### config.mk
export PLATFORM = sky130hd
export DESIGN_NAME = arm_qualifier
export DESIGN_NICKNAME = d
export VERILOG_FILES = /design/src/rtl/arm_qual_pkg.sv /design/src/rtl/arm_sync_edge.sv /design/src/rtl/arm_src_mux.sv /design/src/rtl/arm_delay_timer.sv /design/src/rtl/arm_qualifier.sv
export SDC_FILE = /design/constraint.sdc
export NUM_CORES = 1
export LEC_CHECK = 0
export ABC_AREA = 1
export BUFFER_PORTS_ARGS = -buffer_cell sky130_fd_sc_hd__buf_4
export CAP_MARGIN = 30
export CORE_MARGIN = 10
export CORE_UTILIZATION = 52
export DETAILED_ROUTE_END_ITERATION = 7
export HOLD_SLACK_MARGIN = 0.02
export PLACE_DENSITY = 0.76
export SLEW_MARGIN = 30
export SYNTH_ARGS = -nofsm -noshare
export SYNTH_HDL_FRONTEND = slang
export SYNTH_HIERARCHICAL = 1
export SYNTH_SLANG_ARGS = --single-unit
### constraint.sdc
create_clock -name clk_i -period 1.6 [get_ports clk_i]
set_clock_uncertainty 0.15 [all_clocks]
set_input_delay 0.24 -clock clk_i [delete_from_list [all_inputs] [get_ports clk_i]]
set_output_delay 0.24 -clock clk_i [all_outputs]
set_load 0.1 [all_outputs]
### src/rtl/arm_qual_pkg.sv
package arm_qual_pkg;
  localparam int unsigned NUM_SRC = 6;
  localparam int unsigned SEL_W   = 3;

  typedef enum logic [2:0] {
    SRC_SOFT  = 3'd0,
    SRC_PIN_A = 3'd1,
    SRC_PIN_B = 3'd2,
    SRC_LEVEL = 3'd3,
    SRC_TTL   = 3'd4,
    SRC_ECL   = 3'd5
  } arm_src_e;

  typedef enum logic [1:0] {
    ST_IDLE  = 2'd0,
    ST_COUNT = 2'd1,
    ST_HOLD  = 2'd2,
    ST_DONE  = 2'd3
  } arm_state_e;
endpackage

### src/rtl/arm_sync_edge.sv
module arm_sync_edge #(
  parameter int unsigned STAGES = 2
) (
  input  logic clk_i,
  input  logic rst_ni,
  input  logic raw_i,
  output logic rise_o
);
  logic [STAGES:0] sh_q;

  always_ff @(posedge clk_i or negedge rst_ni) begin
    if (!rst_ni) sh_q <= '0;
    else         sh_q <= {sh_q[STAGES-1:0], raw_i};
  end

  assign rise_o = sh_q[STAGES-1] & ~sh_q[STAGES];

  assert_single_rise_R6: assert property (@(posedge clk_i) disable iff (!rst_ni)
    rise_o |=> !rise_o);
endmodule

### src/rtl/arm_src_mux.sv
module arm_src_mux
  import arm_qual_pkg::*;
(
  input  logic [NUM_SRC-1:0] rise_i,
  input  logic [SEL_W-1:0]   sel_a_i,
  input  logic [SEL_W-1:0]   sel_b_i,
  input  logic               or_en_i,
  output logic               event_o
);
  logic [NUM_SRC-1:0] mask_a, mask_b;

  // codes at or above NUM_SRC decode to nothing
  always_comb begin
    mask_a = '0;
    mask_b = '0;
    for (int i = 0; i < NUM_SRC; i++) begin
      if (sel_a_i == SEL_W'(i)) mask_a[i] = 1'b1;
      if (sel_b_i == SEL_W'(i)) mask_b[i] = 1'b1;
    end
  end

  assign event_o = (|(rise_i & mask_a)) | (or_en_i & (|(rise_i & mask_b)));
endmodule

### src/rtl/arm_delay_timer.sv
module arm_delay_timer
  import arm_qual_pkg::*;
#(
  parameter int unsigned DLY_W     = 20,
  parameter int unsigned REARM_CYC = 10
) (
  input  logic             clk_i,
  input  logic             rst_ni,
  input  logic             event_i,
  input  logic [DLY_W-1:0] delay_i,
  input  logic             rearm_en_i,
  input  logic             engine_ready_i,
  output logic             arm_o,
  output logic             ready_o,
  output logic             overrun_o
);
  localparam int unsigned GAP_W  = $clog2(REARM_CYC + 1);
  localparam logic [GAP_W-1:0] GAP_LD = GAP_W'(REARM_CYC - 1);

  arm_state_e       state_q;
  logic [DLY_W-1:0] cnt_q;
  logic [GAP_W-1:0] gap_q;
  logic             arm_q, ovr_q;
  logic             busy;

  assign busy = (state_q == ST_COUNT) || (state_q == ST_HOLD);

  always_ff @(posedge clk_i or negedge rst_ni) begin
    if (!rst_ni) begin
      state_q <= ST_IDLE;
      cnt_q   <= '0;
      gap_q   <= '0;
      arm_q   <= 1'b0;
      ovr_q   <= 1'b0;
    end else begin
      arm_q <= 1'b0;
      if (event_i && busy) ovr_q <= 1'b1;
      unique case (state_q)
        ST_IDLE: if (event_i && engine_ready_i) begin
          cnt_q   <= (delay_i == '0) ? DLY_W'(1) : delay_i;
          state_q <= ST_COUNT;
        end
        ST_COUNT: if (cnt_q == DLY_W'(1)) begin
          arm_q   <= 1'b1;
          gap_q   <= GAP_LD;
          state_q <= ST_HOLD;
        end else begin
          cnt_q <= cnt_q - 1'b1;
        end
        ST_HOLD: if (gap_q == GAP_W'(1)) begin
          state_q <= rearm_en_i ? ST_IDLE : ST_DONE;
        end else begin
          gap_q <= gap_q - 1'b1;
        end
        ST_DONE: if (rearm_en_i) state_q <= ST_IDLE;
        default: state_q <= ST_IDLE;
      endcase
    end
  end

  assign arm_o     = arm_q;
  assign overrun_o = ovr_q;
  assign ready_o   = (state_q == ST_IDLE) && engine_ready_i;

  // independent spacing monitor
  logic [GAP_W-1:0] since_q;
  always_ff @(posedge clk_i or negedge rst_ni) begin
    if (!rst_ni)                          since_q <= GAP_W'(REARM_CYC);
    else if (arm_q)                       since_q <= GAP_W'(1);
    else if (since_q < GAP_W'(REARM_CYC)) since_q <= since_q + 1'b1;
  end

  assert_arm_spacing_R7: assert property (@(posedge clk_i) disable iff (!rst_ni)
    arm_q |-> since_q == GAP_W'(REARM_CYC));
  assert_arm_pulse_R6: assert property (@(posedge clk_i) disable iff (!rst_ni)
    arm_q |=> !arm_q);
  assert_overrun_sticky_R8: assert property (@(posedge clk_i) disable iff (!rst_ni)
    ovr_q |=> ovr_q);
  assert_count_nonzero_R5: assert property (@(posedge clk_i) disable iff (!rst_ni)
    (state_q == ST_COUNT) |-> (cnt_q != '0));
  assert_ready_excl_R7: assert property (@(posedge clk_i) disable iff (!rst_ni)
    ready_o |-> !arm_q);
  assert_no_ready_when_engine_busy_R9: assert property (@(posedge clk_i) disable iff (!rst_ni)
    !engine_ready_i |-> !ready_o);
endmodule

### src/rtl/arm_qualifier.sv
module arm_qualifier
  import arm_qual_pkg::*;
#(
  parameter int unsigned DLY_W       = 20,
  parameter int unsigned REARM_CYC   = 10,
  parameter int unsigned SYNC_STAGES = 2
) (
  input  logic               clk_i,
  input  logic               rst_ni,
  input  logic [NUM_SRC-1:0] arm_raw_i,
  input  logic [SEL_W-1:0]   sel_a_i,
  input  logic [SEL_W-1:0]   sel_b_i,
  input  logic               or_en_i,
  input  logic [DLY_W-1:0]   delay_i,
  input  logic               rearm_en_i,
  input  logic               engine_ready_i,
  output logic               arm_o,
  output logic               ready_o,
  output logic               overrun_o
);
  logic [NUM_SRC-1:0] rise;
  logic               sel_event;

  for (genvar g = 0; g < NUM_SRC; g++) begin : g_src
    arm_sync_edge #(.STAGES(SYNC_STAGES)) u_sync (
      .clk_i  (clk_i),
      .rst_ni (rst_ni),
      .raw_i  (arm_raw_i[g]),
      .rise_o (rise[g])
    );
  end

  arm_src_mux u_mux (
    .rise_i  (rise),
    .sel_a_i (sel_a_i),
    .sel_b_i (sel_b_i),
    .or_en_i (or_en_i),
    .event_o (sel_event)
  );

  arm_delay_timer #(.DLY_W(DLY_W), .REARM_CYC(REARM_CYC)) u_timer (
    .clk_i          (clk_i),
    .rst_ni         (rst_ni),
    .event_i        (sel_event),
    .delay_i        (delay_i),
    .rearm_en_i     (rearm_en_i),
    .engine_ready_i (engine_ready_i),
    .arm_o          (arm_o),
    .ready_o        (ready_o),
    .overrun_o      (overrun_o)
  );

  assert_event_has_edge_R2: assert property (@(posedge clk_i) disable iff (!rst_ni)
    sel_event |-> (rise != '0));
  assert_no_sel_no_event_R4: assert property (@(posedge clk_i) disable iff (!rst_ni)
    (sel_a_i >= SEL_W'(NUM_SRC) && (!or_en_i || sel_b_i >= SEL_W'(NUM_SRC))) |-> !sel_event);
endmodule

# --- Yosys cells after proc, flatten, opt, wreduce, memory -nomap -nowiden ---
# Index checks and enable logic that the tools add are counted.
word_totals:
  regBits: 46
  inputBits: 37
  out_inout_bits: 3
  word_cells: 92
classes:
  addsub: 2
  eq_ne: 21
  mux: 27
  n_bitwise: 16
  n_reduce_logical: 15
op_table:
  columns: ["op", "n"]
  rows:
  - ["20-bit 2-to-1 mux", 3]
  - ["20-bit case mux with 2 select lines", 1]
  - ["20-bit by 1-bit == test with 1-bit output (second input constant)", 1]
  - ["20-bit zero test", 1]
  - ["20-bit by 1-bit subtractor with 20-bit output (second input constant)", 1]
  - ["1-bit 2-to-1 mux", 14]
  - ["6-bit AND", 2]
  - ["3-bit by 2-bit == test with 1-bit output (second input constant)", 4]
  - ["3-bit == test (second input constant)", 4]
  - ["6-bit OR reduction", 2]
  - ["2-bit 2-to-1 mux", 5]
  - ["2-bit inequality test (second input constant)", 5]
  - ["4-bit 2-to-1 mux", 2]
  - ["2-bit case mux with 4 select lines", 1]
  - ["4-bit case mux with 2 select lines", 1]
  - ["1-bit AND", 7]
  - ["3-bit by 1-bit == test with 1-bit output (second input constant)", 2]
  - ["3-bit zero test", 2]
  - ["1-bit NOT", 6]
  - ["3-bit AND reduction", 2]
  - ["2-bit == test (second input constant)", 2]
  - ["4-bit by 1-bit == test with 1-bit output (second input constant)", 1]
  - ["4-bit AND reduction", 1]
  - ["2-bit nonzero test", 2]
  - ["7 further kinds", 9]

# --- Longest topological paths before layout ---
logic_depth:
  word_depth: 9
  depth_mapped: 15
  mapped_depth_nobuf: 14

# --- Modules after synthesis ---
# Netlist, hierarchy kept.
modules_own_cells:
  columns: ["module", "n_inst", "cells_each", "area_per_inst_um2", "seq_area_each_um2"]
  rows:
  - ["arm_delay_timer", 1, 325, 2160.8, 700.7]
  - ["arm_sync_edge", 6, 5, 85.1, 75.1]
  - ["arm_src_mux", 1, 33, 138.9, 0.0]

# --- Least setup slack after synthesis ---
# No wires, ideal clock.
synth_timing:
  kind: "reg-to-reg"
  start: "register u_timer.state_q[1]"
  end: "register u_timer.cnt_q[4]"
  setup_ps: 119
  arrival_ps: 1475
  t_required_ps: 1331
  path_slack_ps: -144
  path_stages_with_launch: 10
  n_path_buf: 2
  synth_period_minus_slack_ps: 1744
  path_cell_list: "dfrtp_1 inv_1 ha_1 buf_2 inv_2 a21oi_4 nand2_8 buf_6 nand2_1 o21ai_2"
synth_between:
  elab_chain_len: 3
  word_cells_on_any_way: 7
  cone_classes: "3 x eq/ne; 1 x mux; 3 x reduce/logical"
synth_lines:
  columns: ["item", "line", "rtl"]
  rows:
  - ["start, declared", "arm_delay_timer.sv:20", "arm_state_e state_q;"]
  - ["start signal, assigned", "arm_delay_timer.sv:51", "state_q <= rearm_en_i ? ST_IDLE : ST_DONE;"]
  - ["2-bit by 1-bit == test with 1-bit output / 2-bit zero test (equally long branches)", "arm_delay_timer.sv:38", "unique case (state_q)"]
  - ["2-bit inequality test (no line) (tied with other cells)", null, null]
  - ["3-bit AND reduction (no line)", null, null]
  - ["end signal, assigned", "arm_delay_timer.sv:40", "cnt_q <= (delay_i == '0) ? DLY_W'(1) : delay_i;"]
  - ["end signal, assigned", "arm_delay_timer.sv:48", "cnt_q <= cnt_q - 1'b1;"]
  - ["end, declared", "arm_delay_timer.sv:21", "logic [DLY_W-1:0] cnt_q;"]
# Several ways; a longest one is shown, not always the timed one.
# A chain may end at the register's enable or synchronous reset.

# --- Worst setup path after layout ---
layout_timing:
  start: "register g_src[4].u_sync.sh_q[1]"
  end: "register u_timer.cnt_q[8]"
layout_between:
  elab_chain_len: 8
  word_cells_on_any_way: 10
  cone_classes: "1 x eq/ne; 5 x bitwise; 4 x reduce/logical"
layout_lines:
  columns: ["item", "line", "rtl"]
  rows:
  - ["start, declared", "arm_sync_edge.sv:9", "logic [STAGES:0] sh_q;"]
  - ["start signal, assigned", "arm_sync_edge.sv:13", "else sh_q <= {sh_q[STAGES-1:0], raw_i};"]
  - ["1-bit AND *", "arm_sync_edge.sv:16", "assign rise_o = sh_q[STAGES-1] & ~sh_q[STAGES];"]
  - ["net rise[4]", "arm_qualifier.sv:21", "logic [NUM_SRC-1:0] rise;"]
  - ["6-bit AND", "arm_src_mux.sv:22", "assign event_o = (|(rise_i & mask_a)) | (or_en_i & (|(rise_i & mask_b)));"]
  - ["6-bit OR reduction", "arm_src_mux.sv:22", null]
  - ["1-bit AND", "arm_src_mux.sv:22", null]
  - ["1-bit bitwise OR *", "arm_src_mux.sv:22", null]
  - ["net sel_event", "arm_qualifier.sv:22", "logic sel_event;"]
  - ["1-bit logical AND *", "arm_delay_timer.sv:39", "ST_IDLE: if (event_i && engine_ready_i) begin"]
  - ["2-bit by 1-bit inequality test with 1-bit output (no line) *", null, null]
  - ["3-bit AND reduction (no line) *", null, null]
# The timed path passes the listed nets; every way through them passes the cells marked *.

==> results.md <==
- Status: finished with violations
- Failing checks: setup timing
- Vias in the first global route: roughly 3100
- Die ar.: around 9000 sq um
- PortBufs: 39
- ANT nets after route: 0
- Max H-tree Level: 2
- Register area share after synthesis: 40.96%
- Most frequent cells in the layout: 113 x nand2_1, 93 x buf_4, 45 x dfrtp_1
- Post-route cell area: around 4000 sq um
- Die Y: ~94 um
- Main area contributors after synthesis: dfrtp_1 41%, nand2_1 17%, nand3_1 6.8%
- Crit path kind: reg -> reg
- Area Overhead vs Synth: 43.86%
- Worst-path fanout max: 8
- Final WL: a little over 9000 um
- Data arrival time of the critical path: 2.00 ns
- Final nets: 543
- CTS max path bufs: 2
- Synth cell types: 34
- Number of synthesized register bits: 46
- CTS tree: built
- Endpoints failing setup: 27
- Largest net degree at the start of global routing: 47
- Peak VDD IR: 1.180 mV
- Crit path largest cell delay: a little under 0.4 ns
- Worst hold path class: in -> reg
- GRT Overall Usage: 19.86%
- Mean post-synth cell area: just over 7 sq um
- Vias: 3040
- Peak Freq: 529.2 MHz
- Worst-skew pair later-pin latency: around 0.32 ns
- Power per cell area: a little under 2000 nW/um^2
- Total CTS buffers: 5
- Routed WL per cell: 15.97 um
- Initial DRT Pass Iterations: 5
- Overflow left after global routing: 0
- CORE AREA: between 5000 and 6000 sq um
- Req. time, crit path: 1.71 ns
- Chip width: between 90 and 100 um
- DRT iter0 DRCs: 327
- Initial Util: a little over half
- Crit path launch type: flip-flop
- Setup TNS: -6.122 ns
- Layout cells sized above 1: 35.94%
- Relative slew slack: 60.32%
- Via density: approximately 5.3
- Yosys warns: 6
- Largest area contributor in the netlist: dfrtp_1
- Fin util: between 70% and 80%
- Fillers: around 370
- Synth top area share: 40.96%
- Worst path cell trace: inv_2 > nor2_4 > nand2_1 > nand3_1 > nand2_1 > inv_1 > nand2_1 > nand2_2 > a21oi_4 > a21oi_4 > buf_6 > nand2_8 > inv_8 > nand2_2 > nand2_1
- Slew Viols, Final: 0
- Commonest non-fill, non-tap cell in the layout: nand2_1
- # DRC: 0
- Gp weighted congestion: roughly 0.87
- Most common cell type on the critical path: nand2_1
- Setup slack, reg-to-reg: -0.29 ns
- Num rows: 26
- Post-synthesis cell area: 2810 sq um
- Clock period minus worst slack: roughly 1.9 ns
- Clock sink total: 46
- Slowest cell on the critical path: dfrtp_1
- Power, Total: ~7900 uW
- Clock-pin transition on the worst setup and hold timing paths: 0.10 ns
- Critical Path End Type: flip-flop
- Max-cap violations: 0
- Syn Inst Count: just under 400
- Least-Margin Pin Slew: between 0.5 and 0.6 ns
- Cell Count Post-Placement: 536
- RSZ-0062 raised after global routing: yes
- Dpl cell area: approximately 3500 sq um
- Final setup margin: -0.2898 ns
- Net Count, Synth: about 430
- I/O pins: 40
- First-pass GRT wire length: ~14000 um
- Final Non-Filler Cells: between 500 and 600
- Initial antenna violation count: 1
- Fin. Hold Viols: 0
- Part of the cycle the worst path needs: 118.1%
- Hpwl dp: 5410 um
- Leak Pwr: 0.002060 uW
- Root Buffer: clkbuf_8
area by class of cell:
cell class              count  area (sq um)  area share [%]
diodes                      1         2.502         0.06190
multi-input cells         292          1678           41.50
repair buffers            105         833.3           20.61
clock buffers               5         68.82           1.702
well taps                  70         87.58           2.167
flip-flops and latches     46          1152           28.51
inverters                  46         183.9           4.550
clock inverters             3         25.02          0.6190
repair inverters            1         11.26          0.2786
synth_stat cells:
cell type,number
nand2_2,2
xor2_1,2
a21oi_4,1
inv_1,44
and2_1,1
dfrtp_1,46
mux2i_1,3
ha_1,9
o21ai_2,2
o21bai_1,2
xnor2_1,2
inv_4,1
a31oi_1,1
buf_1,1
o21ai_1,4
and3_1,1
o21ai_0,11
buf_6,3
inv_2,1
nor3_1,1
or2_2,4
a21o_1,1
nor2_4,4
clkbuf_1,2
nand3_1,38
nand3b_1,1
nor2_2,10
nand4_1,4
nand2_8,1
nand4_4,1
a21oi_1,4
nand2_1,129
buf_2,1
nor2_1,50
cell families after synthesis:
kind of cell,Yosys count,share of synthesized area (%)
AND/OR/NAND/NOR,247,39.09
XOR/XNOR,4,1.247
adder cells (fa/ha/maj),9,4.007
buffers and inverters,53,8.014
multiplexers,3,1.069
AO/OA/AOI/OAI,26,5.610
flip-flops,46,40.96
power by group:
part,leakage (uW),internal [uW],switching (uW)
clock network,0.0000448,316,449
registers,0.000552,1520,324
logic,0.00146,2220,3060
worst max-delay path, delay by kind of cell (launching register included):
family	cells	cell delay, ns
AOI/OAI and AO/OA	2	0.22
buffers and inverters	4	0.35
and+or+nand+nor	9	0.71
DFF	1	0.39
what timing repair did:
item,CTS,global route
buffers inserted,7,7
pin swaps,18,11
setup endpoints to repair,27,28
hold endpoints to repair,52,0
resized for setup,40,34
cloned,3,1
hold buffers,7,0
metrics by stage:
| stage | setup WS (ns) | hold WS, ns |
|---|---|---|
| 2_1_floorplan | -0.07466 | -0.2056 |
| 3_3_place_gp | -0.2205 | 0.1307 |
| 3_5_place_dp | -0.3083 | 0.1353 |
| 4_1_cts | -0.2097 | 0.07457 |
| 5_1_grt | -0.3933 | 0.08702 |
| 6_report | -0.2898 | 0.06851 |
layer usage:
layer	share of wire [%]	wire length [um]	up-vias	global-route usage, %
li1	-	-	1436	-
met1	38	3424	1435	21.09
met2	53	4785	134	35.96
met3	5.7	520	35	3.757
met4	3.9	355	0	11.05
met5	0	0	-	0
final timing paths:
| path | startpoint | cells after the start | end |
|---|---|---|---|
| worst max-delay path | g_src[4].u_sync/sh_q[1] | 15 | u_timer/cnt_q[8] |
| worst min-delay path | delay_i[3] | 3 | u_timer/cnt_q[3] |
| worst max register to register | g_src[4].u_sync/sh_q[1] | 15 | u_timer/cnt_q[8] |
| worst min register to register | g_src[5].u_sync/sh_q[0] | 0 | g_src[5].u_sync/sh_q[1] |
| max in group asynchronous | rst_ni | 2 | u_timer/cnt_q[10] |
| min in group asynchronous | rst_ni | 2 | u_timer/cnt_q[1] |
flip-flops by register name, indices dropped and copies added (netlist names):
signal and count:
g_src.u_sync/sh_q 18, u_timer/overrun_o 1, u_timer/gap_q 4, u_timer/arm_o 1, u_timer/cnt_q 20, u_timer/state_q 2
(Power assumes the default switching activity.)
